<file path="src/rtl/sar_conv_pkg.sv">
package sar_conv_pkg;

  typedef enum logic [1:0] {
    SEQ_IDLE  = 2'd0,
    SEQ_TRACK = 2'd1,
    SEQ_CONV  = 2'd2,
    SEQ_XFER  = 2'd3
  } seq_state_t;

endpackage

</file>
<file path="src/rtl/sar_edge_qual.sv">
module sar_edge_qual #(
  parameter int SETUP_CYCLES = 1
) (
  input  logic clk,
  input  logic rst_n,
  input  logic start_i,
  input  logic cclk_i,
  input  logic track_i,
  output logic start_rise_o,
  output logic cclk_fall_o,
  output logic fall_ok_o
);

  localparam int SW = (SETUP_CYCLES > 0) ? $clog2(SETUP_CYCLES + 1) : 1;
  localparam logic [SW-1:0] SETUP_MAX = SW'(SETUP_CYCLES);

  logic          start_q;
  logic          cclk_q;
  logic [SW-1:0] setup_cnt;

  always_ff @(posedge clk or negedge rst_n) begin
    if (!rst_n) begin
      start_q <= 1'b0;
      cclk_q  <= 1'b0;
    end else begin
      start_q <= start_i;
      cclk_q  <= cclk_i;
    end
  end

  // Counts the cycles spent tracking; saturates once the setup interval is met.
  always_ff @(posedge clk or negedge rst_n) begin
    if (!rst_n) begin
      setup_cnt <= '0;
    end else if (!track_i) begin
      setup_cnt <= '0;
    end else if (setup_cnt != SETUP_MAX) begin
      setup_cnt <= setup_cnt + 1'b1;
    end
  end

  assign start_rise_o = start_i & ~start_q;
  assign cclk_fall_o  = cclk_q & ~cclk_i;
  assign fall_ok_o    = cclk_fall_o & track_i & (setup_cnt == SETUP_MAX);

  // a counted edge never lands in the first tracking cycle
  a_r3_setup_window: assert property (@(posedge clk) disable iff (!rst_n)
    (track_i && setup_cnt == '0 && SETUP_CYCLES > 0) |-> !fall_ok_o);

endmodule

</file>
<file path="src/rtl/sar_bit_engine.sv">
module sar_bit_engine #(
  parameter int WIDTH = 8
) (
  input  logic             clk,
  input  logic             rst_n,
  input  logic             load_i,
  input  logic             step_i,
  input  logic             clr_i,
  input  logic             cmp_ge_i,
  output logic [WIDTH-1:0] trial_o,
  output logic             last_o
);

  localparam logic [WIDTH-1:0] MSB_ONLY = {1'b1, {(WIDTH-1){1'b0}}};

  logic [WIDTH-1:0] sar_q;
  logic [WIDTH-1:0] mask_q;
  logic [WIDTH-1:0] decided;

  always_comb begin
    decided = cmp_ge_i ? sar_q : (sar_q & ~mask_q);
  end

  always_ff @(posedge clk or negedge rst_n) begin
    if (!rst_n) begin
      sar_q  <= '0;
      mask_q <= '0;
    end else if (clr_i) begin
      sar_q  <= '0;
      mask_q <= '0;
    end else if (load_i) begin
      sar_q  <= MSB_ONLY;
      mask_q <= MSB_ONLY;
    end else if (step_i) begin
      sar_q  <= decided | (mask_q >> 1);
      mask_q <= mask_q >> 1;
    end
  end

  assign trial_o = sar_q;
  assign last_o  = mask_q[0];

  // exactly one bit under trial at a time
  a_r5_one_bit_trial: assert property (@(posedge clk) disable iff (!rst_n)
    $onehot0(mask_q));

  // the trial code moves only on a decision, a load or a clear
  a_r5_trial_quiet: assert property (@(posedge clk) disable iff (!rst_n)
    !(load_i || step_i || clr_i) |=> $stable(sar_q));

endmodule

</file>
<file path="src/rtl/sar_out_latch.sv">
module sar_out_latch #(
  parameter int WIDTH = 8
) (
  input  logic             clk,
  input  logic             rst_n,
  input  logic             load_i,
  input  logic             clr_done_i,
  input  logic [WIDTH-1:0] data_i,
  output logic [WIDTH-1:0] result_o,
  output logic             done_o
);

  logic [WIDTH-1:0] res_q;
  logic             done_q;

  always_ff @(posedge clk or negedge rst_n) begin
    if (!rst_n) begin
      res_q  <= '0;
      done_q <= 1'b0;
    end else begin
      if (load_i) begin
        res_q  <= data_i;
        done_q <= 1'b1;
      end else if (clr_done_i) begin
        done_q <= 1'b0;
      end
    end
  end

  assign result_o = res_q;
  assign done_o   = done_q;

  // the latch changes only on a transfer
  a_r9_result_held: assert property (@(posedge clk) disable iff (!rst_n)
    !load_i |=> $stable(res_q));

endmodule

</file>
<file path="src/rtl/sar_conv_seq.sv">
module sar_conv_seq
  import sar_conv_pkg::*;
#(
  parameter int WIDTH        = 8,
  parameter int HOLD_EDGES   = 4,
  parameter int SETUP_CYCLES = 1
) (
  input  logic             clk,
  input  logic             rst_n,
  input  logic             start_i,
  input  logic             cclk_i,
  input  logic             cmp_ge_i,
  output logic             hold_o,
  output logic [WIDTH-1:0] trial_o,
  output logic             busy_o,
  output logic             done_o,
  output logic [WIDTH-1:0] result_o
);

  localparam int EW = $clog2(HOLD_EDGES + 1);
  localparam logic [EW-1:0] LAST_TRACK_EDGE = EW'(HOLD_EDGES - 1);
  localparam logic [WIDTH-1:0] MSB_ONLY = {1'b1, {(WIDTH-1){1'b0}}};

  seq_state_t    state_q;
  logic [EW-1:0] edge_cnt;
  logic          hold_q;
  logic          start_rise;
  logic          cclk_fall;
  logic          fall_ok;
  logic          accept;
  logic          load_msb;
  logic          step;
  logic          xfer;
  logic          last_bit;
  logic [WIDTH-1:0] trial;

  sar_edge_qual #(.SETUP_CYCLES(SETUP_CYCLES)) u_edge (
    .clk          (clk),
    .rst_n        (rst_n),
    .start_i      (start_i),
    .cclk_i       (cclk_i),
    .track_i      (state_q == SEQ_TRACK),
    .start_rise_o (start_rise),
    .cclk_fall_o  (cclk_fall),
    .fall_ok_o    (fall_ok)
  );

  assign accept   = start_rise && (state_q == SEQ_IDLE);
  assign load_msb = fall_ok && (edge_cnt == LAST_TRACK_EDGE);
  assign step     = cclk_fall && (state_q == SEQ_CONV);
  assign xfer     = (state_q == SEQ_XFER);

  always_ff @(posedge clk or negedge rst_n) begin
    if (!rst_n) begin
      state_q  <= SEQ_IDLE;
      edge_cnt <= '0;
      hold_q   <= 1'b0;
    end else begin
      unique case (state_q)
        SEQ_IDLE: begin
          if (accept) begin
            state_q  <= SEQ_TRACK;
            edge_cnt <= '0;
          end
        end
        SEQ_TRACK: begin
          if (fall_ok) begin
            edge_cnt <= edge_cnt + 1'b1;
            if (load_msb) begin
              state_q <= SEQ_CONV;
              hold_q  <= 1'b1;
            end
          end
        end
        SEQ_CONV: begin
          if (step && last_bit) state_q <= SEQ_XFER;
        end
        SEQ_XFER: begin
          state_q <= SEQ_IDLE;
          hold_q  <= 1'b0;
        end
        default: state_q <= SEQ_IDLE;
      endcase
    end
  end

  sar_bit_engine #(.WIDTH(WIDTH)) u_bits (
    .clk      (clk),
    .rst_n    (rst_n),
    .load_i   (load_msb),
    .step_i   (step),
    .clr_i    (xfer),
    .cmp_ge_i (cmp_ge_i),
    .trial_o  (trial),
    .last_o   (last_bit)
  );

  sar_out_latch #(.WIDTH(WIDTH)) u_out (
    .clk        (clk),
    .rst_n      (rst_n),
    .load_i     (xfer),
    .clr_done_i (accept),
    .data_i     (trial),
    .result_o   (result_o),
    .done_o     (done_o)
  );

  assign hold_o  = hold_q;
  assign trial_o = trial;
  assign busy_o  = (state_q != SEQ_IDLE);

  // hold starts with only the MSB under trial
  a_r4_hold_msb: assert property (@(posedge clk) disable iff (!rst_n)
    $rose(hold_o) |-> (trial_o == MSB_ONLY));

  // the end of a conversion leaves done set and the search register clear
  a_r6_transfer_state: assert property (@(posedge clk) disable iff (!rst_n)
    $fell(busy_o) |-> (done_o && !hold_o && trial_o == '0));

  // a running conversion is never cut short or restarted
  a_r8_no_restart: assert property (@(posedge clk) disable iff (!rst_n)
    (state_q == SEQ_TRACK || state_q == SEQ_CONV) |=> busy_o);

  // done is low for the whole of a conversion
  a_r2_done_low_busy: assert property (@(posedge clk) disable iff (!rst_n)
    (state_q == SEQ_TRACK || state_q == SEQ_CONV) |-> !done_o);

endmodule

</file>
<file path="config.mk">
export PLATFORM = sky130hd
export DESIGN_NAME = sar_conv_seq
export DESIGN_NICKNAME = d
export VERILOG_FILES = /design/src/rtl/sar_conv_pkg.sv /design/src/rtl/sar_edge_qual.sv /design/src/rtl/sar_bit_engine.sv /design/src/rtl/sar_out_latch.sv /design/src/rtl/sar_conv_seq.sv
export SDC_FILE = /design/constraint.sdc
export NUM_CORES = 1
export LEC_CHECK = 0
export CORE_AREA = 3 3 76 78
export CTS_BUF_LIST = sky130_fd_sc_hd__clkbuf_4
export CTS_CLUSTER_DIAMETER = 50
export DETAILED_ROUTE_END_ITERATION = 16
export DIE_AREA = 0 0 79 81
export DONT_BUFFER_PORTS = 1
export PLACE_DENSITY = 0.4
export SYNTH_ARGS = -nofsm -noshare
export SYNTH_HDL_FRONTEND = slang
export SYNTH_SLANG_ARGS = --single-unit
</file>
<file path="constraint.sdc">
create_clock -name clk -period 2.3 [get_ports clk]
set_clock_uncertainty 0.15 [all_clocks]
set_input_delay 0.23 -clock clk [delete_from_list [all_inputs] [get_ports clk]]
set_output_delay 0.23 -clock clk [all_outputs]
set_load 0.01 [all_outputs]
</file>
# == Yosys cells after proc, flatten, opt, wreduce, memory -nomap -nowiden ==
# Index checks and enable logic that the tools add are counted.
# totals
wordCells,64
input_bits,5
register_bits,34
# op_classes
n_eq_ne,8
addsub,2
n_reduce_logical,13
bitwise,9
mux,22
# op_table
operator,n
8-bit 2-to-1 mux,7
8-bit AND,1
2-bit 2-to-1 mux,4
8-bit NOT,1
8-bit by 7-bit OR with 8-bit output,1
2-bit case mux with 4 select lines,1
2-bit nonzero test,4
1-bit 2-to-1 mux,6
3-bit 2-to-1 mux,2
2-bit inequality test (second input constant),3
3-bit case mux with 2 select lines,1
3-bit AND reduction,2
1-bit AND,4
2-bit == test (second input constant),2
1-bit logical AND,4
4-bit AND reduction,1
3-bit by 1-bit adder with 3-bit output (second input constant),1
3-bit by 2-bit == test with 1-bit output (second input constant),1
3-bit nonzero test,1
2-bit by 1-bit == test with 1-bit output (second input constant),1
2-bit zero test,1
2-bit by 1-bit inequality test with 1-bit output (second input constant),1
1-bit NOT,2
1-bit case mux with 2 select lines,1
1-bit adder (second input constant),1

# == Logic depth before layout (Yosys ltp) ==
# logic_depth
ltp_word,8
depth_mapped,6

# == By module ==
# From an unflattened synthesis, not the netlist that was laid out.
# unflattened
hier_cells,130
hier_area_um2,1592.8
# by_module_without_submodules
mod,seq_area_each_um2,area_per_inst_um2,cells_each,instances
sar_bit_engine,400.4,705.7,64,1
sar_conv_seq,150.1,417.9,40,1
sar_out_latch,225.2,369.1,20,1
sar_edge_qual,75.1,100.1,6,1

# == Least setup slack after synthesis ==
# No wires, ideal clock.
# synth_timing
path_type,register to register
from,register edge_cnt[1]
to,register state_q[1]
period_less_slack_ps,1794
path_stages_with_launch,6
setup_slack_ps,506
required_time_ps,2023
path_buffers,0
arrival_ps,1516
setup_ps,127
path_cell_list,dfrtp_1 -> ha_1 -> ha_1 -> nand4b_1 -> a222oi_1 -> mux2_1
# synth_via
elab_chain_cells,4
# synth_rtl
item,line_no,rtl
"start, declared",sar_conv_seq.sv:25,logic [EW-1:0] edge_cnt;
"start signal, assigned",sar_conv_seq.sv:68,edge_cnt <= edge_cnt + 1'b1;
3-bit by 2-bit == test with 1-bit output,sar_conv_seq.sv:49,assign load_msb = fall_ok && (edge_cnt == LAST_TRACK_EDGE);
1-bit logical AND,sar_conv_seq.sv:49,
2-bit inequality test (no source line),-,
4-bit AND reduction (no source line),-,
"end signal, assigned",sar_conv_seq.sv:55,state_q <= SEQ_IDLE;
"end signal, assigned",sar_conv_seq.sv:62,state_q <= SEQ_TRACK;
"end signal, assigned",sar_conv_seq.sv:70,state_q <= SEQ_CONV;
"end, declared",sar_conv_seq.sv:24,seq_state_t state_q;
# Every way passes these cells.
# A chain may end at the register's enable or synchronous reset.

# == Final worst setup path ==
# layout_timing
from,register edge_cnt[0]
to,register state_q[1]
# The elaborated chain is that of the path after synthesis.

==> results.json <==
{
  "status": "finished, final reports clean",
  "finalSetupTns_ns": 0,
  "min_path_cells": 3,
  "cts.htree.levels": 2,
  "drtAntennaViolNets": 0,
  "clkLatencyLatePin_ns": 0.33,
  "cp_slowest_cell": "a222oi_1",
  "worst_r2r_path_depth": 5,
  "cts_tree": "yes",
  "worst_pin_slew_ns": 0.546,
  "yosys_warnings": 0,
  "hold_end": "state_q[0]",
  "cp_cell_sequence": "ha_1 > ha_1 > nand4b_1 > a222oi_1 > mux2_1",
  "power_density_nw_per_um2": 863,
  "critPathArrivalTime_ns": 2.05,
  "r2r-start": "edge_cnt[0]",
  "peakVddDrop_uv": 248,
  "diodes": 0,
  "cp_common_cell": "ha_1",
  "internal-power_uw": 953,
  "io_pins": 24,
  "synth_fp_nets": 144,
  "syn_to_final_growth_pct": 13.4,
  "cts_buffer_depth": 2,
  "finalMaxSlewViolations": 0,
  "ys_types": 30,
  "rsz0062_at_grt": "false",
  "syn_inst": 133,
  "cts_sinks": 34,
  "cts_root_buf": "clkbuf_4",
  "worstPathRequired_ns": 2.37,
  "fillers": 544,
  "grt_max_degree": 35,
  "maxSlewHeadroom_pct": 63.6,
  "routedWlPerCell_um": 14.5,
  "gp_congestion": 0.735,
  "fmax_mhz": 505,
  "pwr-share-clk_pct": 22.3,
  "final.min_clock_period_ns": 1.98,
  "vias_per_cell": 4.60,
  "num_vias": 985,
  "start_kind": "flop",
  "period_share_pct": 86.1,
  "initial_core_util_pct": 28.7,
  "drc": 0,
  "track_usage_pct": 11.1,
  "crit_fanout": 4,
  "p_sw_uw": 489,
  "path_class": "reg -> reg",
  "p_comb_share_pct": 28.8,
  "slowest_delay_ns": 0.49,
  "fp.dieW_um": 79,
  "cp_top_family": "compound AO/OA/AOI/OAI gates",
  "synth_area_um2": 1470,
  "hpwl_mm": 2.14,
  "port-buffer-count": 0,
  "placeableCoreArea_um2": 5140,
  "yosysSeqAreaShare_pct": 57.7,
  "wirelength_mm": 3.10,
  "hold_violations": 0,
  "dr.pass1.iters": 4,
  "clk_pin_slew_ns": 0.10,
  "path_buf_inv": 0,
  "dr.first_iter.drc_count": 86,
  "cp-end-kind": "flop",
  "leakage_uw": 0.000756,
  "grt_antenna_before_repair": 0,
  "overflow": 0,
  "min_from": "cclk_i",
  "drv_cap": 0,
  "final-seq-area_um2": 851,
  "p_total_uw": 1440,
  "grt_pass1_vias": 1040,
  "syn_avg_cell_area_um2": 11.1,
  "rows": 26,
  "rrSetupSlack_ns": 0.32,
  "synth-seq-cells": 34,
  "final_layout_size_suffix_gt1_share_pct": 14.6,
  "swShare_pct": 33.9,
  "crit-reg2reg-capture": "state_q[1]",
  "cp_num_cells": 5,
  "die_h_um": 81,
  "grt_pass1_wl_mm": 5.25,
  "die_area_um2": 6400,
  "cts_inserted_buffers": 5,
  "setup_viol": 0,
  "pwr-share-seq_pct": 48.9,
  "hp-class": "in -> reg",
  "multiInputGateArea_um2": 558,
  "layout.nets": 154
}
==> cell type report <==
cell class                 count  share of cell area (%)
clock buffer                   6                    2.69
tap                           70                    5.24
sequential                    34                    50.9
clock inverter                 2                   0.524
timing repair buffer           6                    3.89
multi-input combinational     81                    33.4
inverter                      15                    3.37
==> state kept, by name, indices dropped and copies added, names as in the netlist <==
name,flops
u_out.done_o,1
edge_cnt,3
u_bits.trial_o,8
u_edge.start_q,1
hold_o,1
u_bits.mask_q,8
u_edge.cclk_q,1
u_edge.setup_cnt,1
u_out.result_o,8
state_q,2
==> power groups by stage <==
stage	registers [µW]	logic, µW	clock network, µW
detailed placement	715	401	0
CTS	705	421	338
global route	714	471	380
global placement	714	398	0
finish	705	416	321
floorplan	705	305	0
==> layout by cell type, fill, tap and decap left out, types with 2 or more instances in the layout <==
master / count
nor2_1: 2
mux2_2: 8
buf_4: 2
a21oi_1: 17
dlygate4sd3_1: 3
nand4b_1: 2
a2bb2oi_1: 2
ha_1: 6
nand3b_1: 2
clkbuf_4: 6
inv_1: 15
dfrtp_1: 34
nand2_1: 17
o21ai_0: 9
==> worst max path at each step <==
stage                     slack [ns]   startpoint               end
final                           0.32  edge_cnt[0]        state_q[1]
after global routing            0.17  edge_cnt[1]        state_q[1]
after CTS                       0.19  edge_cnt[0]  u_bits.mask_q[3]
after detailed placement        0.19  edge_cnt[0]  u_bits.mask_q[3]
after global placement          0.24  edge_cnt[1]  u_bits.mask_q[1]
after floorplan                 0.51  edge_cnt[1]        state_q[1]
==> worst min-delay path, stage by stage <==
cell and delay (ns):
nand3b_1 0.08, a222oi_1 0.08, a2bb2oi_1 0.14
==> kinds of logic (layout without fill, tap and decap cells) <==
group	after synthesis	after routing	share of synthesized area, %
flops	34	34	57.7
simple gates	29	29	10.4
mux	10	10	7.56
fa+ha+maj	6	6	5.09
buf+inv	18	29	4.67
compound gates	36	36	14.6
==> per-stage QoR <==
stage / cell area (µm²) / setup WS (ns) / util, % / hold slack, ns / cells
final: 1670 / 0.320 / 32.5 / 0.0843 / 214
after global routing: 1670 / 0.166 / 32.5 / 0.0943 / 214
after CTS: 1670 / 0.190 / 32.4 / 0.0675 / 214
after detailed placement: 1560 / 0.193 / 30.4 / -0.214 / 202
after global placement: 1560 / 0.244 / 30.4 / -0.214 / 202
after floorplan: 1470 / 0.506 / - / -0.216 / 133
==> synth_stat cells, drive strengths merged <==
master / instances / area [µm²]
and4b: 1 / 10.0
clkbuf: 1 / 3.75
a21o: 1 / 7.51
o221a: 1 / 11.3
o21bai: 1 / 7.51
a21oi: 17 / 85.1
ha: 6 / 75.1
nor2b: 1 / 6.26
inv: 15 / 56.3
and3b: 1 / 8.76
a221oi: 1 / 8.76
mux2i: 1 / 10.0
a21boi: 1 / 7.51
nand2b: 1 / 6.26
nor2: 2 / 7.51
nand3b: 2 / 15.0
buf: 2 / 8.75
nand2: 17 / 63.8
mux2: 9 / 101
nand4bb: 1 / 11.3
dfrtp: 34 / 851
or2: 1 / 6.26
a2bb2oi: 2 / 17.5
o21ai: 9 / 45.0
nand4b: 2 / 17.5
o211ai: 1 / 7.51
a22oi: 1 / 7.51
a222oi: 1 / 10.0
==> metal layers <==
| layer | GRT usage [%] | vias to the layer above | part of all wire (%) |
|---|---|---|---|
| li1 | - | 477 | - |
| met1 | 13.6 | 474 | 47 |
| met2 | 16.8 | 28 | 44 |
| met3 | 4.99 | 6 | 6.9 |
| met4 | 4.81 | 0 | 1.7 |
| met5 | 0 | - | 0 |
==> repair_timing <==
| item | in CTS | in global routing |
|---|---|---|
| hold buffers | 4 | 0 |
| setup endpoints to repair | 0 | 1 |
| hold endpoints to repair | 36 | 0 |
| buffers inserted | 0 | 0 |
| gates resized for setup | 0 | 1 |
(Power assumes the default switching activity.)
